<file path="src/rtl/ata_pio_pkg.sv">
package ata_pio_pkg;
  typedef enum logic [1:0] {PH_IDLE, PH_SETUP, PH_ACTIVE, PH_RECOV} phase_e;

  typedef struct packed {
    logic       cs0_n;
    logic       cs1_n;
    logic [2:0] da;
  } bus_addr_t;
endpackage

</file>
<file path="src/rtl/ata_pio_decode.sv">
module ata_pio_decode
  import ata_pio_pkg::*;
#(
  parameter int              AW       = 16,
  parameter logic [AW-1:0]   CMD_BASE = 16'h3A60,
  parameter logic [AW-1:0]   CTRL_OFS = 16'h3A5C
) (
  input  logic [AW-1:0] addr_i,
  output logic          hit_o,
  output logic          wide_o,
  output bus_addr_t     ba_o
);
  localparam int DAW    = 3;
  localparam int NREG   = 1 << DAW;
  localparam int STRIDE = 4;

  always_comb begin
    hit_o  = 1'b0;
    wide_o = 1'b0;
    ba_o   = '{cs0_n: 1'b1, cs1_n: 1'b1, da: '0};
    if (addr_i == CTRL_OFS) begin
      hit_o = 1'b1;
      ba_o  = '{cs0_n: 1'b1, cs1_n: 1'b0, da: 3'b110};
    end
    for (int i = 0; i < NREG; i++) begin
      if (addr_i == AW'(int'(CMD_BASE) + i * STRIDE)) begin
        hit_o  = 1'b1;
        wide_o = (i == 0);
        ba_o   = '{cs0_n: 1'b0, cs1_n: 1'b1, da: DAW'(i)};
      end
    end
  end
endmodule

</file>
<file path="src/rtl/ata_pio_seq.sv">
module ata_pio_seq
  import ata_pio_pkg::*;
#(
  parameter int CW          = 8,
  parameter int TIMEOUT_CYC = 64
) (
  input  logic          clk_i,
  input  logic          rst_ni,
  input  logic          start_i,
  input  logic [CW-1:0] t_setup_i,
  input  logic [CW-1:0] t_active_i,
  input  logic [CW-1:0] t_recov_i,
  input  logic          iordy_i,
  output phase_e        phase_o,
  output logic          take_o,
  output logic          fin_o,
  output logic          tout_o
);
  localparam int TW = $clog2(TIMEOUT_CYC + 1);

  phase_e        phase_q;
  logic [CW-1:0] cnt_q;
  logic [TW-1:0] wcnt_q;
  logic          fin_q, tout_q;
  logic [CW-1:0] ts_eff, ta_eff, tr_eff;
  logic          base_done, wait_expired;

  assign ts_eff = (t_setup_i  == '0) ? CW'(1) : t_setup_i;
  assign ta_eff = (t_active_i == '0) ? CW'(1) : t_active_i;
  assign tr_eff = (t_recov_i  == '0) ? CW'(1) : t_recov_i;

  assign base_done    = (phase_q == PH_ACTIVE) && (cnt_q >= ta_eff - CW'(1));
  assign wait_expired = (wcnt_q == TW'(TIMEOUT_CYC - 1));
  // strobe release edge: normal end or timeout
  assign take_o = base_done && (iordy_i || wait_expired);

  always_ff @(posedge clk_i or negedge rst_ni) begin
    if (!rst_ni) begin
      phase_q <= PH_IDLE;
      cnt_q   <= '0;
      wcnt_q  <= '0;
      fin_q   <= 1'b0;
      tout_q  <= 1'b0;
    end else begin
      fin_q <= 1'b0;
      unique case (phase_q)
        PH_IDLE: if (start_i) begin
          phase_q <= PH_SETUP;
          cnt_q   <= '0;
          tout_q  <= 1'b0;
        end
        PH_SETUP: begin
          if (cnt_q >= ts_eff - CW'(1)) begin
            phase_q <= PH_ACTIVE;
            cnt_q   <= '0;
            wcnt_q  <= '0;
          end else cnt_q <= cnt_q + CW'(1);
        end
        PH_ACTIVE: begin
          if (!base_done) cnt_q <= cnt_q + CW'(1);
          else if (take_o) begin
            phase_q <= PH_RECOV;
            cnt_q   <= '0;
            tout_q  <= !iordy_i;
          end else wcnt_q <= wcnt_q + TW'(1);
        end
        PH_RECOV: begin
          if (cnt_q >= tr_eff - CW'(1)) begin
            phase_q <= PH_IDLE;
            fin_q   <= 1'b1;
          end else cnt_q <= cnt_q + CW'(1);
        end
        default: phase_q <= PH_IDLE;
      endcase
    end
  end

  assign phase_o = phase_q;
  assign fin_o   = fin_q;
  assign tout_o  = tout_q;


  done_pulse_chk: assert property (@(posedge clk_i) disable iff (!rst_ni)
    fin_q |=> !fin_q);


  fin_from_recov_chk: assert property (@(posedge clk_i) disable iff (!rst_ni)
    $rose(fin_q) |-> $past(phase_q == PH_RECOV));
endmodule

</file>
<file path="src/rtl/ata_pio_engine.sv">
module ata_pio_engine
  import ata_pio_pkg::*;
#(
  parameter int            AW          = 16,
  parameter int            DW          = 16,
  parameter int            CW          = 8,
  parameter int            TIMEOUT_CYC = 64,
  parameter logic [AW-1:0] CMD_BASE    = 16'h3A60,
  parameter logic [AW-1:0] CTRL_OFS    = 16'h3A5C
) (
  input  logic          clk_i,
  input  logic          rst_ni,
  input  logic          req_i,
  input  logic          we_i,
  input  logic [AW-1:0] addr_i,
  input  logic [DW-1:0] wdata_i,
  output logic [DW-1:0] rdata_o,
  output logic          done_o,
  output logic          err_o,
  input  logic [CW-1:0] t_setup_i,
  input  logic [CW-1:0] t_active_i,
  input  logic [CW-1:0] t_recov_i,
  output logic          cs0_no,
  output logic          cs1_no,
  output logic [2:0]    da_o,
  output logic          dior_no,
  output logic          diow_no,
  output logic [DW-1:0] dd_o,
  output logic          dd_oe_o,
  input  logic [DW-1:0] dd_i,
  input  logic          iordy_i,
  output logic          dir_o
);
  localparam int NW = DW / 2;

  logic      hit, wide;
  bus_addr_t ba_d, ba_q;
  phase_e    phase;
  logic      take, fin, tout, busy, start;
  logic      we_q, wide_q, inv_q;
  logic [DW-1:0] wdata_q, rdata_q;

  ata_pio_decode #(.AW(AW), .CMD_BASE(CMD_BASE), .CTRL_OFS(CTRL_OFS)) u_dec (
    .addr_i (addr_i),
    .hit_o  (hit),
    .wide_o (wide),
    .ba_o   (ba_d)
  );

  assign busy  = (phase != PH_IDLE);
  assign start = req_i && !busy && hit;

  ata_pio_seq #(.CW(CW), .TIMEOUT_CYC(TIMEOUT_CYC)) u_seq (
    .clk_i      (clk_i),
    .rst_ni     (rst_ni),
    .start_i    (start),
    .t_setup_i  (t_setup_i),
    .t_active_i (t_active_i),
    .t_recov_i  (t_recov_i),
    .iordy_i    (iordy_i),
    .phase_o    (phase),
    .take_o     (take),
    .fin_o      (fin),
    .tout_o     (tout)
  );

  always_ff @(posedge clk_i or negedge rst_ni) begin
    if (!rst_ni) begin
      ba_q    <= '{cs0_n: 1'b1, cs1_n: 1'b1, da: '0};
      we_q    <= 1'b0;
      wide_q  <= 1'b0;
      wdata_q <= '0;
      rdata_q <= '0;
      inv_q   <= 1'b0;
    end else begin
      inv_q <= req_i && !busy && !hit;
      if (start) begin
        ba_q    <= ba_d;
        we_q    <= we_i;
        wide_q  <= wide;
        wdata_q <= wide ? wdata_i : {{(DW-NW){1'b0}}, wdata_i[NW-1:0]};
      end
      if (take && !we_q)
        rdata_q <= wide_q ? dd_i : {{(DW-NW){1'b0}}, dd_i[NW-1:0]};
    end
  end

  assign cs0_no  = busy ? ba_q.cs0_n : 1'b1;
  assign cs1_no  = busy ? ba_q.cs1_n : 1'b1;
  assign da_o    = busy ? ba_q.da : 3'b000;
  assign dior_no = !((phase == PH_ACTIVE) && !we_q);
  assign diow_no = !((phase == PH_ACTIVE) &&  we_q);
  assign dir_o   = busy && we_q;
  assign dd_oe_o = busy && we_q;
  assign dd_o    = (busy && we_q) ? wdata_q : '0;
  assign rdata_o = rdata_q;
  assign done_o  = fin || inv_q;
  assign err_o   = inv_q || (fin && tout);


  cs_exclusive_chk: assert property (@(posedge clk_i) disable iff (!rst_ni)
    !(!cs0_no && !cs1_no));


  one_strobe_chk: assert property (@(posedge clk_i) disable iff (!rst_ni)
    (!dior_no || !diow_no) |-> ((dior_no || diow_no) && (!cs0_no || !cs1_no)));


  dir_write_chk: assert property (@(posedge clk_i) disable iff (!rst_ni)
    !diow_no |-> (dir_o && dd_oe_o));


  dir_read_chk: assert property (@(posedge clk_i) disable iff (!rst_ni)
    !dior_no |-> (!dir_o && !dd_oe_o));


  setup_before_strobe_chk: assert property (@(posedge clk_i) disable iff (!rst_ni)
    ($fell(dior_no) || $fell(diow_no)) |-> $past(!cs0_no || !cs1_no));


  write_hold_chk: assert property (@(posedge clk_i) disable iff (!rst_ni)
    $rose(diow_no) |-> dd_oe_o);


  invalid_quiet_chk: assert property (@(posedge clk_i) disable iff (!rst_ni)
    (req_i && !busy && !hit) |=> (done_o && err_o && cs0_no && cs1_no));
endmodule

</file>
<file path="config.mk">
export PLATFORM = sky130hd
export DESIGN_NAME = ata_pio_engine
export DESIGN_NICKNAME = d
export VERILOG_FILES = /design/src/rtl/ata_pio_pkg.sv /design/src/rtl/ata_pio_decode.sv /design/src/rtl/ata_pio_seq.sv /design/src/rtl/ata_pio_engine.sv
export SDC_FILE = /design/constraint.sdc
export NUM_CORES = 1
export LEC_CHECK = 0
export BUFFER_PORTS_ARGS = -buffer_cell sky130_fd_sc_hd__buf_2
export CAP_MARGIN = 20
export CORE_AREA = 2 2 89 91
export CTS_CLUSTER_SIZE = 16
export DETAILED_ROUTE_END_ITERATION = 16
export DIE_AREA = 0 0 91 93
export PLACE_DENSITY = 0.9
export SETUP_SLACK_MARGIN = 0.5
export SLEW_MARGIN = 20
export SYNTH_ARGS = -nofsm -noshare
export SYNTH_HDL_FRONTEND = slang
export SYNTH_SLANG_ARGS = --single-unit
</file>
<file path="constraint.sdc">
create_clock -name clk_i -period 3.3 [get_ports clk_i]
set_clock_uncertainty 0.15 [all_clocks]
set_input_delay 0.495 -clock clk_i [delete_from_list [all_inputs] [get_ports clk_i]]
set_output_delay 0.495 -clock clk_i [all_outputs]
set_load 0.005 [all_outputs]
</file>
## After elaboration in Yosys (flattened, before gate mapping)

Cells that the tools add are included.
Widths: inputs -> output; s select.

- $add $sub $neg: 5
- Magnitude comparators: 3
- Equality and inequality tests: 21
- Muxes and demuxes: 57
- Reduce and logical (&&, ||, !) cells: 30

Operator list:

| operator | number |
|---|---|
| $eq 16x14->1 const B | 9 |
| $mux 8 | 8 |
| $mux 16 | 3 |
| $mux 5 | 8 |
| $pmux 8 s4 | 1 |
| $ge 8x8->1 | 3 |
| $logic_not 8->1 | 3 |
| $mux 1 | 24 |
| $sub 8x1->8 const B | 3 |
| $mux 7 | 3 |
| $pmux 7 s2 | 1 |
| $logic_and 1x1->1 | 10 |
| $mux 2 | 5 |
| $add 8x1->8 const B | 1 |
| $ne 2x2->1 const B | 4 |
| $pmux 2 s4 | 1 |
| $reduce_and 4->1 | 2 |
| $add 7x1->7 const B | 1 |
| $eq 7x6->1 const B | 1 |
| $logic_not 1->1 | 6 |
| $ne 2x1->1 const B | 3 |
| $reduce_bool 2->1 | 3 |
| $reduce_and 5->1 | 1 |
| $eq 2x2->1 const B | 2 |
| 8 further kinds | 10 |

- Bits in registers: 59
- Output and inout port bits: 43
- Logic and storage cells: 129

## Logic depth before layout (Yosys ltp)

- Depth in word-level cells: 13
- Mapped depth: 17
- Depth with buffers taken out: 15

## By module

From an unflattened synthesis, not the netlist that was laid out.

- Cell total of the unflattened synthesis: 384
- Area, all modules: 3,945.0 um2

By module, submodules not included:

| module | times used | cells an instance | area an instance (um2) |
|---|---|---|---|
| ata_pio_seq | 1 | 217 | 1,958.1 |
| ata_pio_engine | 1 | 150 | 1,856.8 |
| ata_pio_decode | 1 | 17 | 130.1 |

## Worst setup path before layout

Ideal clock, no wire load.

- Path kind: input -> register
- Start point: input port t_recov_i[3]
- End point: register u_seq.cnt_q[2]
- Library setup time: 121 ps
- Arrival: 3,649 ps
- Path slack: -620 ps
- Stages on the path: 16
- Buffers on the path: 1
- Cells stage by stage: or4_1 -> or3_1 -> nor2_1 -> nor2_1 -> ha_1 -> nand2b_1 -> nor4_1 -> xnor2_1 -> ha_1 -> a41o_1 -> a211oi_1 -> a21bo_2 -> a221o_1 -> buf_6 -> a21o_1 -> a22o_1

- Longest elaborated chain between the ends: 6

RTL lines:

| element | line | text |
|---|---|---|
| from (decl) | ata_pio_engine.sv:22 | `input logic [CW-1:0] t_recov_i,` |
| $logic_not 8->1 | ata_pio_seq.sv:30 | `assign tr_eff = (t_recov_i == '0) ? CW'(1) : t_recov_i;` |
| $mux 8 (*) | ata_pio_seq.sv:30 |  |
| $sub 8x1->8 (*) | ata_pio_seq.sv:68 | `if (cnt_q >= tr_eff - CW'(1)) begin` |
| $ge 8x8->1 (*) | ata_pio_seq.sv:68 |  |
| $ne 2x2->1 (no line) (*) | - |  |
| $reduce_and 3->1 (no line) (*) | - |  |
| to (signal assigned) | ata_pio_seq.sv:57 | `end else cnt_q <= cnt_q + CW'(1);` |
| to (signal assigned) | ata_pio_seq.sv:60 | `if (!base_done) cnt_q <= cnt_q + CW'(1);` |
| to (signal assigned) | ata_pio_seq.sv:71 | `end else cnt_q <= cnt_q + CW'(1);` |
| to (decl) | ata_pio_seq.sv:22 | `logic [CW-1:0] cnt_q;` |

Every way passes the cells marked *; elsewhere a longest branch is shown, timed or not.
A chain may end at the register's enable or synchronous reset.

## Worst setup path in the final report

- Start point: input port t_recov_i[3]
- End point: register u_seq.cnt_q[7]

Same word-level chain as after synthesis.

==> results.sh <==
export IMPL_grt_setup_unrepaired="true"
export IMPL_powerDensity_nw_per_um2=518.0
export IMPL_max_cap_viol_count=0
export IMPL_grt_pass1_wl_mm=18.01
export IMPL_grt_pass1_vias=3916
export IMPL_holdWs_ps=150.2
export IMPL_max_slew_margin_pct=51.66
export IMPL_clockBufferDepth=2
export IMPL_route_antenna_remaining_nets=0
export IMPL_grt_max_degree=60
export IMPL_status="complete, but fails checks"
export IMPL_yosysWarnings=0
export IMPL_place_gp_congestion=0.8481
export IMPL_placed_area_um2=4873
export IMPL_dpl_worst_slack_ps=-975.6
export IMPL_die_height_um=93
export IMPL_portBuffers=119
export IMPL_clk_latency_ps=340
export IMPL_dieArea_um2=8463
export IMPL_syn_num_nets=501
export IMPL_start_kind="primary input"
export IMPL_synth_largest_area_cell="dfrtp_1"
export IMPL_drc=0
export IMPL_vdd_drop_max_mv=0.4514
export IMPL_stdcell_area_um2=5514
export IMPL_violations="negative setup slack"
export IMPL_fin_tns_setup_ps=-5191
export IMPL_diodes=0
export IMPL_fin_ws_ps=-579.8
export IMPL_worstMarginPinSlew_ps=725.1
export IMPL_layout_commonest_cell="buf_2"
export IMPL_ys_flop_type="dfrtp_1"
export IMPL_fin_util_pct=73.25
export IMPL_synth_cell_area_um2=3774
export IMPL_grtUsageTotal_pct=26.40
export IMPL_coreArea_um2=7527
export IMPL_slew_violations=0
export IMPL_drive_above_1_share_pct=45.12
export IMPL_synth_top_area_share_pct=37.80
export IMPL_cts_tree="done"
export IMPL_period_share_pct=117.6
export IMPL_cts_root_buffer="clkbuf_8"
export IMPL_wirelength_mm=11.44
export IMPL_antenna_found_initial=0
export IMPL_ys_seq_area_share_pct=39.19
export IMPL_dp_hpwl_mm=7.720
export IMPL_global_route_overflow_total=0
export IMPL_wl_per_cell_um=16.92
export IMPL_worstHoldPathType="primary input to async pin"
export IMPL_syn2layout_area_growth_pct=46.12
export IMPL_nFillCells=500
export IMPL_nNetsFinal=679
export IMPL_via_count=3782
export IMPL_synth_edff_count=0
export IMPL_dr_pass1_iters=5
export IMPL_max_freq_mhz=257.7
export IMPL_initial_core_util_pct=50.13
export IMPL_crit_arrival_ps=4010
export IMPL_vias_per_cell=5.595
export IMPL_critical_path_class="primary input to flip-flop"
export IMPL_ys_ff_latch=59
export IMPL_numCtsBuffers=9
export IMPL_cts_max_level=3
export IMPL_row_count=32
export IMPL_synth_area_leaders="dfrtp_1, ha_1, nand2_1"
export IMPL_fp_dieW_um=91
export IMPL_path_clk_slew_ps=70
export IMPL_hold_buffers=0
export IMPL_io_pins=120
export IMPL_hold_viol=0
export IMPL_crit_required_ps=3430
export IMPL_synth_area_per_cell_um2=9.651
export IMPL_p_leak_uw=0.002860
export IMPL_layout_common_cells="buf_2, dfrtp_1, nand2_1, buf_4, ha_1"
export IMPL_end_kind="flip-flop"
export IMPL_synthDistinctLibCells=55
export IMPL_dr_first_iter_drc_count=191
export IMPL_synthArstFlopShare_pct=100.0
export IMPL_cp_max_fo=8
export IMPL_clock_sinks=59
export IMPL_finalCriticalPeriod_ps=3880
export IMPL_setup_viol=10
export IMPL_syn_inst=391
[per-layer routing]
metal | vias to the layer above | global-route usage [%] | wire, um | share of wire (%)
met1 | 1869 | 30.05 | 4346 | 38
li1 | 1744 | - | - | -
met3 | 30 | 5.641 | 559 | 4.9
met2 | 139 | 48.95 | 6254 | 55
met4 | 0 | 9.217 | 276 | 2.4
met5 | - | 0 | 0 | 0
[worst paths after layout]
| check | slack [ps] | cells past startpoint | to | startpoint |
|---|---|---|---|---|
| worst max register to register | 420 | 9 | u_seq.cnt_q[7]$_DFFE_PN0P_ | u_seq.cnt_q[0]$_DFFE_PN0P_ |
| max in group asynchronous | 2370 | 2 | u_seq.wcnt_q[3]$_DFFE_PN0P_ | rst_ni |
| worst min-delay path | 150 | 2 | rdata_o[10]$_DFFE_PN0P_ | rst_ni |
| worst max-delay path | -580 | 16 | u_seq.cnt_q[7]$_DFFE_PN0P_ | t_recov_i[3] |
| min in group clk_i | 190 | 3 | wdata_q[4]$_DFFE_PN0P_ | wdata_i[4] |
| worst min register to register | 310 | 2 | ba_q[3]$_DFFE_PN1P_ | ba_q[3]$_DFFE_PN1P_ |
[registers in the layout (all words and copies together) (netlist names), 2 cells and up]
register and cells:
u_seq.phase_o 2, rdata_o 16, u_seq.wcnt_q 7, u_seq.cnt_q 8, wdata_q 16, ba_q 5
[area by class of cell]
class,count,area [um2],share of cell area (%)
Clock inverter,6,65.06,1.180
Clock buffer,10,127.6,2.314
Multi-Input combinational cell,298,2450,44.43
Timing Repair Buffer,179,1182,21.44
Tap cell,102,127.6,2.314
Inverter,22,82.58,1.498
Sequential cell,59,1479,26.82
[cell families after synthesis]
kind of cell / count (synthesis) / share of synthesized area (%)
AOI/OAI and AO/OA: 71 / 14.62
DFF: 59 / 39.19
muxes: 22 / 6.167
xor gates and xnor gates: 15 / 3.481
and+or+nand+nor: 156 / 21.52
buffers and inverters: 35 / 4.078
adders and majority gates: 33 / 10.94
[synth_stat cells, types with 3 or more instances]
cell	instances
a21oi_1	4
and2_1	18
nand3_1	11
inv_1	22
nand2b_1	6
nand2_1	54
nor3_1	8
nor4_1	4
xor2_1	5
o31ai_1	3
a31oi_1	3
a211oi_1	3
or4_1	3
nand4b_1	3
mux2_2	9
o21ai_0	8
ha_1	33
mux2i_1	12
dfrtp_1	57
or2_2	5
a22o_1	15
xnor2_1	10
nor2_1	27
a21o_1	12
clkbuf_1	8
nor2b_1	5
[worst max-delay path: stages]
cell	delay (ps)
buf_6	90
or4_4	530
or3_4	350
nor2_1	110
nor2_1	70
ha_2	200
nand2b_4	80
nor4_2	50
xnor2_1	130
ha_1	340
a41o_1	210
a211oi_2	180
a21bo_2	270
a221o_2	460
nor2b_4	250
a22o_1	190
[stage by stage]
| stage | power, uW | cells |
|---|---|---|
| floorplan | 1548 | 391 |
| CTS | 2736 | 673 |
| global route | 3006 | 676 |
| detailed placement | 1953 | 645 |
| finish | 2856 | 676 |
| global placement | 1897 | 645 |
[report_power, final]
part	internal (uW)	switching [uW]
logic	629	693
registers	807	81.8
clock network	350	296
[timing repair]
action,CTS,global route
setup endpoints to repair,35,53
buffers inserted,10,3
cloned,2,0
resized for setup,44,18
pin swaps,25,18
hold endpoints to repair,0,0
(Power assumes the default switching activity.)
